`src/rtl/eth_irq_pkg.sv`:
```
package eth_irq_pkg;
  localparam int NUM_FLAGS   = 5;
  localparam int NUM_IRQ_SRC = 3;
  // flag vector positions; the interrupt sources occupy the low bits
  localparam int IDX_RX   = 0;
  localparam int IDX_TX   = 1;
  localparam int IDX_DONE = 2;
  localparam int IDX_BUF  = 3;
  localparam int IDX_ABT  = 4;
endpackage

```
`src/rtl/eirq_sticky.sv`:
```
module eirq_sticky #(
  parameter int WIDTH = 5
) (
  input  logic             clk,
  input  logic             rst_n,
  input  logic [WIDTH-1:0] set,
  input  logic [WIDTH-1:0] clr,
  output logic [WIDTH-1:0] q
);
  logic [WIDTH-1:0] q_nxt;

  // hardware set takes priority over software clear
  always_comb begin
    q_nxt = set | (q & ~clr);
  end

  always_ff @(posedge clk or negedge rst_n) begin
    if (!rst_n) q <= '0;
    else        q <= q_nxt;
  end

  for (genvar i = 0; i < WIDTH; i++) begin : g_chk
    p_set_wins_r8: assert property (@(posedge clk) disable iff (!rst_n)
      set[i] |=> q[i]);
    p_sticky_hold_r2: assert property (@(posedge clk) disable iff (!rst_n)
      (q[i] && !clr[i]) |=> q[i]);
  end
endmodule

```
`src/rtl/eirq_pkt_cnt.sv`:
```
module eirq_pkt_cnt #(
  parameter int CNT_W = 8
) (
  input  logic             clk,
  input  logic             rst_n,
  input  logic             inc,
  input  logic             dec,
  output logic [CNT_W-1:0] cnt,
  output logic             full
);
  localparam logic [CNT_W-1:0] CNT_MAX = {CNT_W{1'b1}};

  logic [CNT_W-1:0] cnt_nxt;
  logic             cnt_en;

  always_comb begin
    cnt_en  = 1'b0;
    cnt_nxt = cnt;
    if (inc && !dec && cnt != CNT_MAX) begin
      cnt_en  = 1'b1;
      cnt_nxt = cnt + 1'b1;
    end else if (dec && !inc && cnt != '0) begin
      cnt_en  = 1'b1;
      cnt_nxt = cnt - 1'b1;
    end
  end

  always_ff @(posedge clk or negedge rst_n) begin
    if (!rst_n)      cnt <= '0;
    else if (cnt_en) cnt <= cnt_nxt;
  end

  assign full = (cnt == CNT_MAX);

  p_both_hold_r7: assert property (@(posedge clk) disable iff (!rst_n)
    (inc && dec) |=> $stable(cnt));
  p_no_wrap_top_r7: assert property (@(posedge clk) disable iff (!rst_n)
    (cnt == CNT_MAX && !dec) |=> cnt == CNT_MAX);
  p_no_wrap_bot_r7: assert property (@(posedge clk) disable iff (!rst_n)
    (cnt == '0 && !inc) |=> cnt == '0);
endmodule

```
`src/rtl/eirq_irq_out.sv`:
```
module eirq_irq_out #(
  parameter int N = 3
) (
  input  logic         clk,
  input  logic         rst_n,
  input  logic [N-1:0] flags,
  input  logic [N-1:0] en,
  input  logic         gen,
  output logic         irq
);
  logic irq_nxt;

  always_comb begin
    irq_nxt = gen & (|(flags & en));
  end

  always_ff @(posedge clk or negedge rst_n) begin
    if (!rst_n) irq <= 1'b0;
    else        irq <= irq_nxt;
  end

  p_gate_off_r3: assert property (@(posedge clk) disable iff (!rst_n)
    !gen |=> !irq);
endmodule

```
`src/rtl/eth_irq_flags.sv`:
```
module eth_irq_flags
  import eth_irq_pkg::*;
#(
  parameter int CNT_W = 8
) (
  input  logic             clk,
  input  logic             rst_n,
  input  logic             rx_arrive,
  input  logic             rx_no_space,
  input  logic             rx_bw_short,
  input  logic             tx_req,
  input  logic             tx_error,
  input  logic             tx_underrun,
  input  logic             pkt_dec,
  input  logic             clr_rx_err,
  input  logic             clr_tx_err,
  input  logic             clr_tx_done,
  input  logic             clr_buf_err,
  input  logic             clr_tx_abort,
  input  logic             en_global,
  input  logic             en_rx_err,
  input  logic             en_tx_err,
  input  logic             en_tx_done,
  output logic             irq,
  output logic             rx_drop,
  output logic             flag_rx_err,
  output logic             flag_tx_err,
  output logic             flag_tx_done,
  output logic             buf_err,
  output logic             tx_aborted,
  output logic [CNT_W-1:0] pkt_count
);
  // reset: asserted asynchronously, released on the clock
  logic [1:0] rst_sync;
  logic       rst_int_n;

  always_ff @(posedge clk or negedge rst_n) begin
    if (!rst_n) rst_sync <= 2'b00;
    else        rst_sync <= {rst_sync[0], 1'b1};
  end
  assign rst_int_n = rst_sync[1] & rst_n;

  // receive decision
  logic cnt_full, rx_fault, pkt_inc;

  always_comb begin
    rx_fault = rx_no_space | rx_bw_short | cnt_full;
    rx_drop  = rx_arrive & rx_fault;
    pkt_inc  = rx_arrive & ~rx_fault;
  end

  eirq_pkt_cnt #(.CNT_W(CNT_W)) i_cnt (
    .clk   (clk),
    .rst_n (rst_int_n),
    .inc   (pkt_inc),
    .dec   (pkt_dec),
    .cnt   (pkt_count),
    .full  (cnt_full)
  );

  // transmit falling-edge detection
  logic tx_req_q, tx_fall, tx_fail;

  always_ff @(posedge clk or negedge rst_int_n) begin
    if (!rst_int_n) tx_req_q <= 1'b0;
    else            tx_req_q <= tx_req;
  end

  always_comb begin
    tx_fall = tx_req_q & ~tx_req;
    tx_fail = tx_error | tx_underrun;
  end

  // flag set / clear vectors
  logic [NUM_FLAGS-1:0] fl_set, fl_clr, fl_q;

  always_comb begin
    fl_set           = '0;
    fl_set[IDX_RX]   = rx_drop;
    fl_set[IDX_TX]   = tx_fail;
    fl_set[IDX_DONE] = tx_fall | tx_fail;
    fl_set[IDX_BUF]  = (rx_arrive & rx_bw_short) | tx_underrun;
    fl_set[IDX_ABT]  = tx_fail;
    fl_clr           = '0;
    fl_clr[IDX_RX]   = clr_rx_err;
    fl_clr[IDX_TX]   = clr_tx_err;
    fl_clr[IDX_DONE] = clr_tx_done;
    fl_clr[IDX_BUF]  = clr_buf_err;
    fl_clr[IDX_ABT]  = clr_tx_abort;
  end

  eirq_sticky #(.WIDTH(NUM_FLAGS)) i_flags (
    .clk   (clk),
    .rst_n (rst_int_n),
    .set   (fl_set),
    .clr   (fl_clr),
    .q     (fl_q)
  );

  assign flag_rx_err  = fl_q[IDX_RX];
  assign flag_tx_err  = fl_q[IDX_TX];
  assign flag_tx_done = fl_q[IDX_DONE];
  assign buf_err      = fl_q[IDX_BUF];
  assign tx_aborted   = fl_q[IDX_ABT];

  logic [NUM_IRQ_SRC-1:0] src_en;
  assign src_en = {en_tx_done, en_tx_err, en_rx_err};

  eirq_irq_out #(.N(NUM_IRQ_SRC)) i_irq (
    .clk   (clk),
    .rst_n (rst_int_n),
    .flags (fl_q[NUM_IRQ_SRC-1:0]),
    .en    (src_en),
    .gen   (en_global),
    .irq   (irq)
  );

  p_drop_flag_r1: assert property (@(posedge clk) disable iff (!rst_int_n)
    rx_drop |=> flag_rx_err);
  p_full_drop_r1: assert property (@(posedge clk) disable iff (!rst_int_n)
    (rx_arrive && pkt_count == {CNT_W{1'b1}}) |-> rx_drop);
  p_bw_buf_r4: assert property (@(posedge clk) disable iff (!rst_int_n)
    (rx_arrive && rx_bw_short) |=> (buf_err && flag_rx_err));
  p_tx_done_fall_r5: assert property (@(posedge clk) disable iff (!rst_int_n)
    (tx_req_q && !tx_req) |=> flag_tx_done);
  p_tx_err_pair_r6: assert property (@(posedge clk) disable iff (!rst_int_n)
    tx_error |=> (flag_tx_err && flag_tx_done && tx_aborted));
endmodule

```
`config.mk`:
```
export PLATFORM = sky130hd
export DESIGN_NAME = eth_irq_flags
export DESIGN_NICKNAME = d
export VERILOG_FILES = /design/src/rtl/eth_irq_pkg.sv /design/src/rtl/eirq_sticky.sv /design/src/rtl/eirq_pkt_cnt.sv /design/src/rtl/eirq_irq_out.sv /design/src/rtl/eth_irq_flags.sv
export SDC_FILE = /design/constraint.sdc
export NUM_CORES = 1
export LEC_CHECK = 0
export BUFFER_PORTS_ARGS = -buffer_cell sky130_fd_sc_hd__buf_2
export CORE_UTILIZATION = 35
export CTS_CLUSTER_SIZE = 10
export DETAILED_ROUTE_END_ITERATION = 7
export GPL_TIMING_DRIVEN = 0
export SYNTH_ARGS = -nofsm -noshare
export SYNTH_HDL_FRONTEND = slang
export SYNTH_SLANG_ARGS = --single-unit
```
`constraint.sdc`:
```
create_clock -name clk -period 2.4 [get_ports clk]
set_clock_uncertainty 0.05 [all_clocks]
set_input_delay 0.24 -clock clk [delete_from_list [all_inputs] [get_ports clk]]
set_output_delay 0.24 -clock clk [all_outputs]
set_load 0.01 [all_outputs]
```
* After elaboration in Yosys (flattened, before gate mapping)
Cells that the tools add are included.
Storage, ports and cells: register bits 17, output and inout port bits 15, word-level logic and storage cells 40, input port bits 18
Operators by class: eq/ne operators 2, bitwise gates (word level) 17, multiplexer cells 4, add/subtract/negate cells 2, reductions and logical operators 10
Operator list (count):
- two-way mux 8 bit | 2
- adder 8 x 1 -> 8 bit, second input constant | 1
- equality test 8 bit, second input constant | 1
- != test 8 bit, second input constant | 1
- nonzero test 8 bit | 1
- subtractor 8 x 1 -> 8 bit, second input constant | 1
- AND 1 bit | 6
- AND 5 bit | 1
- inverter 5 bit | 1
- OR 1 bit | 5
- OR 5 bit | 1
- logical AND 1 bit | 4
- AND 3 bit | 1
- OR reduction 3 bit | 1
- logical NOT 1 bit | 2
- two-way mux 1 bit | 2
- inverter 1 bit | 2
- AND reduction 2 bit | 1
- nonzero test 2 bit | 1

* Depth between registers and ports, before layout
depth in word-level cells 10, gate-level depth with buffers 9

* By module
From an unflattened synthesis, not the netlist that was laid out.
Unflattened totals: cell total of the unflattened synthesis 103, area, all modules 1023.5 µm²
By module, submodules not included:
- eirq_pkt_cnt | cells each 73, times used 1, seq. area each 200.2 µm², area each 669.4 µm²
- eirq_sticky | cells each 15, times used 1, seq. area each 125.1 µm², area each 181.4 µm²
- eth_irq_flags | cells each 12, times used 1, seq. area each 75.1 µm², area each 131.4 µm²
- eirq_irq_out | cells each 3, times used 1, seq. area each 25.0 µm², area each 41.3 µm²

* Worst setup path after synthesis
No wires, ideal clock.
path type reg-to-reg, start reg i_cnt.cnt[0], end reg i_cnt.cnt[6], library setup time 0.125 ns, arrival 2.130 ns, setup slack 0.095 ns, cell stages (with the launch flop) 10, clock period less this slack 2.305 ns, required time 2.225 ns, cell sequence dfrtp_1 -> nand4_1 -> o211ai_2 -> or2_4 -> fa_1 -> a21oi_1 -> o211ai_1 -> a21oi_1 -> xnor2_1 -> mux2_4
Between the ends: word-level cells in the longest chain between the ends 10, elaborated cells between the ends (all ways) 19, those cells by class 2 x add/sub; 2 x eq/ne; 4 x mux; 3 x bitwise; 8 x reduce/logical
Ends and longest elaborated chain:
- from (decl) | RTL line eirq_pkt_cnt.sv:8 | output logic [CNT_W-1:0] cnt,
- from (signal assigned) | RTL line eirq_pkt_cnt.sv:30 | else if (cnt_en) cnt <= cnt_nxt;
- equality test 8 bit | RTL line eirq_pkt_cnt.sv:33 | assign full = (cnt == CNT_MAX);
- OR 1 bit | RTL line eth_irq_flags.sv:47 | rx_fault = rx_no_space | rx_bw_short | cnt_full;
- inverter 1 bit | RTL line eth_irq_flags.sv:49 | pkt_inc = rx_arrive & ~rx_fault;
- AND 1 bit | RTL line eth_irq_flags.sv:49
- logical NOT 1 bit | RTL line eirq_pkt_cnt.sv:22 | end else if (dec && !inc && cnt != '0) begin
- logical AND 1 bit (2 in a row) | RTL line eirq_pkt_cnt.sv:22
- two-way mux 1 bit | RTL line eirq_pkt_cnt.sv:22
- two-way mux 1 bit | RTL line eirq_pkt_cnt.sv:19 | if (inc && !dec && cnt != CNT_MAX) begin
- AND reduction 2 bit (no source line)
Several ways; a longest one is shown, not always the timed one. The select of a mux whose other input is x is not followed. A chain may end at the register's enable or synchronous reset.

* Worst setup path in the final report
start reg i_cnt.cnt[0], end reg i_cnt.cnt[5]
Same word-level chain as after synthesis.

==> results.sh <==
export IMPL_pin_count=33
export IMPL_switching_share=0.3743
export IMPL_avgSynthCellArea_um2=11.35
export IMPL_ys_async_sr_fraction=1.000
export IMPL_crit_chain="nand4_1, o211ai_2, or2_4, ha_1, a21o_2, a21oi_4, o21ai_1, xor2_1, mux2_4"
export IMPL_die_h_um=53.89
export IMPL_routed_via_density=4.781
export IMPL_worst_setup_path_type="flop to flop"
export IMPL_p_int_mw=0.9569
export IMPL_multiInputGateArea_um2=551.8
export IMPL_finalCriticalPeriod_ps=2331
export IMPL_area_growth_pct=40.11
export IMPL_final_common_cell="buf_2"
export IMPL_syn_inst=83
export IMPL_antenna_found_initial=0
export IMPL_worstPathMaxFanout=6
export IMPL_fp_dieW_um=53.89
export IMPL_drtIter0Drc=3
export IMPL_pwr_share_seq=0.303
export IMPL_syn_nets=108
export IMPL_period_share=0.9711
export IMPL_nFillCells=239
export IMPL_setup_viol=0
export IMPL_vias=765
export IMPL_synth_top_flop_cell="dfrtp_1"
export IMPL_switchingPower_mw=0.5724
export IMPL_drive_above_1_share=0.5154
export IMPL_port_buffers=32
export IMPL_final_util=0.5280
export IMPL_layout_common_cells="32 x buf_2, 14 x dfrtp_1, 9 x buf_4"
export IMPL_cp_arrival_ps=2450
export IMPL_hold_violations=0
export IMPL_wl_per_cell_um=12.54
export IMPL_regArea_um2=429.2
export IMPL_overflow=0
export IMPL_start_util=0.3769
export IMPL_drc=0
export IMPL_dieArea_um2=2904
export IMPL_drv_slew=0
export IMPL_cts_root_buf="clkbuf_4"
export IMPL_p_clk_frac=0.094
export IMPL_dpl_cell_count=145
export IMPL_grt_pass1_wl_um=2829
export IMPL_yosysSeqAreaShare=0.4515
export IMPL_coreArea_um2=2500
export IMPL_clock_path_buffers=2
export IMPL_p_leak_nw=0.6454
export IMPL_clk_pin_slew_ps=90
export IMPL_pwr_density_cell_nw_per_um2=1159
export IMPL_cap_viol_max_count=0
export IMPL_grt_pass1_vias=685
export IMPL_worst_hold_path_type="input pin to flop"
export IMPL_grt_start_max_net_pins=16
export IMPL_worst_pin_slew_ps=636.0
export IMPL_final_antenna_net_count=0
export IMPL_gp_congestion=0.6782
export IMPL_synth_cell_types=30
export IMPL_final_nets=156
export IMPL_yosys_register_bits=17
export IMPL_crit_slowest_cell="dfrtp_2"
export IMPL_ir_drop_mv=0.6046
export IMPL_rows=18
export IMPL_cts_made_buffers=3
export IMPL_routed_wl_um=2006
export IMPL_combinationalPowerShare=0.603
export IMPL_rsz0062_at_grt="true"
export IMPL_critPathCaptureType="flop"
export IMPL_synthesis_area_um2=942.2
export IMPL_setup_ws_ps=69.44
export IMPL_n_antenna_cell=0
export IMPL_htree_levels=1
export IMPL_clock_sinks=17
export IMPL_required_ps=2520
export IMPL_synth_edf_count=0
export IMPL_final_cells=160
export IMPL_place_ws_ps=-79.99
export IMPL_yosys_warnings=0
export IMPL_slowest_delay_ps=450
export IMPL_slew_limit_headroom=0.5760
export IMPL_outcome="finished, final reports clean"
export IMPL_drt_first_pass_iters=4
export IMPL_clock_latency_ps=280
export IMPL_start_kind="flop"
export IMPL_tritoncts="yes"
export IMPL_dp_hpwl_um=1412
export IMPL_clock_fmax_ghz=0.4291
export IMPL_grt_usage=0.1432
==> routing by layer <==
layer	up-vias	wire [um]	global-route usage	part of all wire
li1	388	-	-	-
met1	347	904	0.1760	0.45
met2	28	953	0.2263	0.48
met3	2	120	0.01977	0.060
met4	0	27	0.1053	0.013
met5	-	0	0	0
==> worst paths after layout <==
| path | end | startpoint | slack, ps | depth (start not counted) |
|---|---|---|---|---|
| max | i_cnt.cnt[5] | i_cnt.cnt[0] | 70 | 9 |
| min | tx_req_q | tx_req | 30 | 1 |
| max reg2reg | i_cnt.cnt[5] | i_cnt.cnt[0] | 70 | 9 |
| min reg2reg | i_flags.q[2] | rst_sync[1] | 310 | 1 |
| max in group asynchronous | i_cnt.cnt[0] | rst_n | 1260 | 3 |
| min in group asynchronous | rst_sync[0] | rst_n | 220 | 2 |
==> layout make-up <==
cell class              count  area share
multi-input cells          59      0.4180
flip-flops and latches     17      0.3251
repair buffers             43      0.1886
well taps                  30     0.02844
clock buffers               4     0.01991
inverters                   7     0.01991
==> kinds of logic after synthesis <==
group | synth area share
adder cells (fa/ha/maj) | 0.1009
AO/OA/AOI/OAI | 0.1368
XOR/XNOR | 0.06507
AND/OR/NAND/NOR | 0.1076
flip-flops | 0.4515
buffers and inverters | 0.02789
other | 0.003980
multiplexers | 0.1062
==> cell usage after synthesis (2+ instances only) <==
master	number	share of area
a21oi_1	5	0.027
xnor2_1	3	0.028
mux2_4	6	0.096
o21ai_0	4	0.021
inv_1	7	0.028
nand4_1	2	0.013
ha_1	6	0.080
xor2_1	4	0.037
nand2_1	4	0.016
nor4_1	2	0.013
nor2b_1	2	0.013
dfrtp_1	17	0.45
and2_1	2	0.013
nor2_1	3	0.012
==> registers in the layout (all words and copies together) (netlist names) <==
signal and cells:
i_cnt.cnt 8, rst_sync 2, i_irq.irq 1, tx_req_q 1, i_flags.q 5
==> power by group through the flow <==
stage	sequential (mW)	clock (mW)	combinational, mW
CTS	0.487	0.154	0.723
finish	0.464	0.144	0.922
global route	0.475	0.162	1.02
detailed placement	0.487	0	0.709
floorplan	0.501	0	0.508
global placement	0.484	0	0.691
==> worst max-delay path, delay by kind of cell (launching register included) <==
kind	cells	cell delay, ps
AO/OA/AOI/OAI	4	600
AND/OR/NAND/NOR	2	460
flip-flops	1	450
adder cells (fa/ha/maj)	1	280
multiplexers	1	250
XOR/XNOR	1	140
==> what timing repair did <==
item,4_1_cts,5_1_grt
hold endpoints to repair,2,0
pin swaps,0,4
gates resized for setup,4,12
hold buffers,1,0
buffers inserted,0,10
setup endpoints to repair,3,3
==> per-stage QoR <==
| step | cell area [um2] | hold slack (ps) | power [mW] | setup TNS, ps |
|---|---|---|---|---|
| global placement | 1140 | -21.91 | 1.175 | -41.77 |
| finish | 1320 | 32.15 | 1.529 | 0 |
| CTS | 1185 | 19.58 | 1.364 | 0 |
| global route | 1320 | 20.93 | 1.662 | -66.95 |
| detailed placement | 1140 | -17.09 | 1.196 | -79.99 |
| floorplan | 942.2 | -105.6 | 1.009 | 0 |
Power figures use the tool's default switching activity.
